--- src/rtl/wf_pkg.sv ---
package wf_pkg;
  typedef enum logic [2:0] {
    PORT_LOCAL = 3'd0,
    PORT_EAST  = 3'd1,
    PORT_WEST  = 3'd2,
    PORT_NORTH = 3'd3,
    PORT_SOUTH = 3'd4
  } port_e;

  localparam int BUSY_E = 0;
  localparam int BUSY_N = 1;
  localparam int BUSY_S = 2;
  localparam int BUSY_W = 3;

  typedef struct packed {
    logic go_local;
    logic go_east;
    logic go_west;
    logic go_north;
    logic go_south;
  } prod_t;
endpackage

--- src/rtl/wf_offset_decode.sv ---
module wf_offset_decode #(
  parameter int OFF_W = 8
) (
  input  logic signed [OFF_W-1:0] dx,
  input  logic signed [OFF_W-1:0] dy,
  output wf_pkg::prod_t           prod
);
  localparam logic signed [OFF_W-1:0] ZERO = '0;

  always_comb begin
    prod.go_west  = dx < ZERO;
    prod.go_east  = dx > ZERO;
    prod.go_north = dy > ZERO;
    prod.go_south = dy < ZERO;
    prod.go_local = (dx == ZERO) && (dy == ZERO);
  end
endmodule

--- src/rtl/wf_port_pick.sv ---
module wf_port_pick #(
  parameter int BUSY_W = wf_pkg::BUSY_W
) (
  input  wf_pkg::prod_t     prod,
  input  logic [BUSY_W-1:0] busy,
  output wf_pkg::port_e     port
);
  import wf_pkg::*;

  logic y_port_busy;
  port_e y_port;

  always_comb begin
    y_port      = prod.go_north ? PORT_NORTH : PORT_SOUTH;
    y_port_busy = prod.go_north ? busy[BUSY_N] : busy[BUSY_S];
    if (prod.go_west) begin
      port = PORT_WEST;
    end else if (prod.go_east && (prod.go_north || prod.go_south)) begin
      port = (busy[BUSY_E] && !y_port_busy) ? y_port : PORT_EAST;
    end else if (prod.go_east) begin
      port = PORT_EAST;
    end else if (prod.go_north || prod.go_south) begin
      port = y_port;
    end else begin
      port = PORT_LOCAL;
    end
  end
endmodule

--- src/rtl/wf_hold_stage.sv ---
module wf_hold_stage #(
  parameter int DATA_W = 3
) (
  input  logic              clk,
  input  logic              rst_n,
  input  logic              in_valid,
  output logic              in_ready,
  input  logic [DATA_W-1:0] in_data,
  output logic              out_valid,
  input  logic              out_ready,
  output logic [DATA_W-1:0] out_data
);
  assign in_ready = !out_valid || out_ready;

  always_ff @(posedge clk or negedge rst_n) begin
    if (!rst_n) begin
      out_valid <= 1'b0;
      out_data  <= '0;
    end else if (in_ready) begin
      out_valid <= in_valid;
      if (in_valid) out_data <= in_data;
    end
  end
endmodule

--- src/rtl/wf_route_sel.sv ---
module wf_route_sel #(
  parameter int OFF_W = 8
) (
  input  logic                    clk,
  input  logic                    rst_n,
  input  logic                    req_valid,
  output logic                    req_ready,
  input  logic signed [OFF_W-1:0] req_dx,
  input  logic signed [OFF_W-1:0] req_dy,
  input  logic [2:0]              link_busy,
  output logic                    sel_valid,
  input  logic                    sel_ready,
  output logic [2:0]              sel_port
);
  import wf_pkg::*;

  prod_t prod;
  port_e pick;

  wf_offset_decode #(.OFF_W(OFF_W)) u_dec (
    .dx(req_dx), .dy(req_dy), .prod(prod)
  );

  wf_port_pick #(.BUSY_W(BUSY_W)) u_pick (
    .prod(prod), .busy(link_busy), .port(pick)
  );

  wf_hold_stage #(.DATA_W(3)) u_hold (
    .clk(clk), .rst_n(rst_n),
    .in_valid(req_valid), .in_ready(req_ready), .in_data(pick),
    .out_valid(sel_valid), .out_ready(sel_ready), .out_data(sel_port)
  );
endmodule

--- config.mk ---
export PLATFORM = sky130hd
export DESIGN_NAME = wf_route_sel
export DESIGN_NICKNAME = d
export VERILOG_FILES = /design/src/rtl/wf_pkg.sv /design/src/rtl/wf_offset_decode.sv /design/src/rtl/wf_port_pick.sv /design/src/rtl/wf_hold_stage.sv /design/src/rtl/wf_route_sel.sv
export SDC_FILE = /design/constraint.sdc
export NUM_CORES = 1
export LEC_CHECK = 0
export CAP_MARGIN = 20
export CORE_AREA = 2 2 39 41
export DETAILED_ROUTE_END_ITERATION = 6
export DIE_AREA = 0 0 41 43
export MAX_ROUTING_LAYER = met4
export PLACE_DENSITY = 0.62
export SLEW_MARGIN = 20
export SYNTH_ARGS = -nofsm -noshare
export SYNTH_HDL_FRONTEND = slang
export SYNTH_SLANG_ARGS = --single-unit
--- constraint.sdc ---
create_clock -name clk -period 1.1 [get_ports clk]
set_clock_uncertainty 0.05 [all_clocks]
set_input_delay 0.165 -clock clk [delete_from_list [all_inputs] [get_ports clk]]
set_output_delay 0.165 -clock clk [all_outputs]
set_load 0.05 [all_outputs]
==> metrics.txt, run 1 <==
run status=complete, but fails checks; failing checks=setup timing; worst-case hold slack=82.96 ps; CP endpoint kind=flop; Synth warnings=0; Core Footprint=0.001384 mm^2; Final HPWL DP=698.8 um; FF/Latch Area=101.3 um^2; CTS Buf Count=3; commonest cells after routing, fill and taps aside=9 x clkdlybuf4s50_1, 8 x buf_4, 5 x clkbuf_2, 5 x buf_12; PortBufs=27; unique cell type count in the Yosys netlist=15; num rows=14; Simple-Gate Fraction of Synth Area=0.3005; Reg clk slew, reported paths=40 ps; post-synth top area cell=dfrtp_1; Setup-failing EPs final=5; Comb power frac=0.461; antenna violations before repair=0; post-route ant nets=0; Slew Limit Headroom=0.7962; num ports=28; maxcap violations=0; Avg Inst Size Synth=10.58 um^2; vias post-DR=359; Layout area overhead=179.3%; register area share after synthesis=0.3941; Pleak=0.3126 nW; grt ovf=0; layout net count=89; worst slew pin tran=305.7 ps; post-route insts no fill=81; sequential power share=0.260; largest family of logic cells by synthesized area=simple AND/OR/NAND/NOR gates; vias per cell=4.432; Critical Path Fanout Max=3; Power Dens Cells=999.6 mW/mm^2; FILL cells=136; WL final=909 um; Die Area=0.001763 mm^2; multi-input logic area=192.7 um^2; largest net degree at the start of global routing=6; post-synthesis compound-gate area fraction=0.2512; Slew Viols, Final=0; H-tree levels=1; min cycle time layout=1247 ps; pre-CTS WS=-746.2 ps; first-pass GRT wire length=1.380 mm; clk buf depth=2; GPL Wtd Cong=0.6866; vias in the first global route=383; chip width=41 um; Psw=223.1 uW; Initial Utilization=0.1835; CP Launch Type=input pin; worst vdd ir=0.0005314 V; Sink Count=4; CP max-delay cell=or4_4; Arr. time, crit path=1310 ps; Post-Synthesis Cell Area=254.0 um^2; Syn Nets=47; GRT Overall Usage=0.1184; Synth Register Bits=4; leading cell type in the layout, fill and taps excluded=clkdlybuf4s50_1; Ant. Diodes=0; RSZ-0062 raised after global routing=yes; post-synth top area share=0.3941; Hold-fix buffers, CTS=0; Clock Tree Root=clkbuf_4; Cell Chain, Critical Path=buf_6 > or4_4 > nor4_4 > a311oi_4 > o31a_1; Post-DP Area=658.1 um^2; Worst EP required=1170 ps; drt pass-1 iters=4; min-delay worst type=input pin to asynchronous set/reset pin; insertion delay to the later sink of the worst-skew pair=230 ps; mux cell area share after synthesis=0.03941; Remaining DRCs=0; WL/cell=11.22 um; Iter 0 DRT Violations=4; Syn Inst Count=24; clock power share=0.279; sw frac=0.3146; adder-cell share of the synthesized area=0; Die Y-Extent=43 um; post-route setup slack=-147.3 ps; placed cells=74; CP Class=input pin to flop; Worst path max stage delay=530 ps; internal power=486.1 uW; synth top area cells=dfrtp_1 39%, nor4_4 8.4%, o41ai_2 6.4%; Fmax achieved=0.8018 GHz; Final TNS setup=-426.1 ps; Hold Fails Final Rpt=0; XOR/XNOR Fraction of Synth Area=0; clock tree from TritonCTS=built; Tcrit/Tclk final=1.134; layout cells sized above 1=0.5692; finished layout cell area=709.4 um^2
[Yosys cell counts]
| master | instances |
|---|---|
| o31ai_1 | 1 |
| dfrtp_1 | 4 |
| a31oi_1 | 1 |
| nand2_1 | 4 |
| nor2_1 | 1 |
| nor4_1 | 2 |
| a21oi_1 | 2 |
| or4_4 | 1 |
| o31a_1 | 1 |
| a311oi_2 | 1 |
| mux2i_1 | 1 |
| o41ai_2 | 1 |
| inv_1 | 1 |
| nand2b_1 | 2 |
| nor4_4 | 1 |
[final timing paths]
check,cells past startpoint,from,to,slack (ps)
max in group asynchronous,1,rst_n,u_hold.out_valid,730
hold reg to reg,2,u_hold.out_data[2],u_hold.out_data[2],500
min in group clk,5,req_dy[1],u_hold.out_data[1],440
hold / removal,1,rst_n,u_hold.out_data[0],80
setup reg to reg,4,u_hold.out_valid,u_hold.out_data[0],-80
setup / recovery,5,req_dx[6],u_hold.out_data[0],-150
[what timing repair did]
item / CTS / global route
gates resized for setup: 26 / 13
setup endpoints to repair: 4 / 5
pin swaps: 8 / 5
buffers inserted: 3 / 0
[cell families after synthesis]
logic type,count (synthesis)
AOI/OAI and AO/OA,7
buffers and inverters,1
DFF,4
muxes,1
and+or+nand+nor,11
[routing by layer]
layer / part of all wire / track usage / up-vias
met2: 0.58 / 0.1938 / 11
met5: 0 / - / -
met3: 0.043 / 0.04712 / 0
met4: 0 / 0.04000 / 0
li1: - / - / 177
met1: 0.38 / 0.1226 / 171
[per-stage QoR]
stage                 util  power [mW]
floorplan                -      0.2937
global placement    0.4756      0.5000
detailed placement  0.4756      0.5029
CTS                 0.5136      0.7144
global route        0.5127      0.7460
finish              0.5127      0.7091
[critical path, delay by kind of cell]
family	cells	cell delay, ps
and+or+nand+nor	2	720
buffers and inverters	1	90
AOI/OAI and AO/OA	2	330
[state kept, by name, indices dropped and copies added (netlist names)]
name              cells
u_hold.out_data       3
u_hold.out_valid      1
[final cells by class]
cell class,instances,share of cell area
sequential,4,0.1429
clock buffer,4,0.03704
timing repair buffer,37,0.5150
inverter,1,0.005291
multi-input combinational,19,0.2716
tap,16,0.02822
[power by group through the flow]
stage          Clock [mW]  Sequential, mW  Combinational, mW
6_report            0.198           0.184              0.327
5_1_grt             0.215           0.186              0.344
4_1_cts             0.207           0.185              0.322
3_5_place_dp            0           0.187              0.315
3_3_place_gp            0           0.187              0.312
2_1_floorplan           0           0.238             0.0555
(Power assumes the default switching activity.)
==> run 2, diff against run 1 <==
--- a/config.mk
+++ b/config.mk
@@ -5,6 +5,7 @@
 export SDC_FILE = /design/constraint.sdc
 export NUM_CORES = 1
 export LEC_CHECK = 0
+export ABC_AREA = 0
 export CAP_MARGIN = 20
 export CORE_AREA = 2 2 39 41
 export DETAILED_ROUTE_END_ITERATION = 6
==> results of run 2 <==
Same layout as run 1: the final DEF is identical, and so are final timing and power.
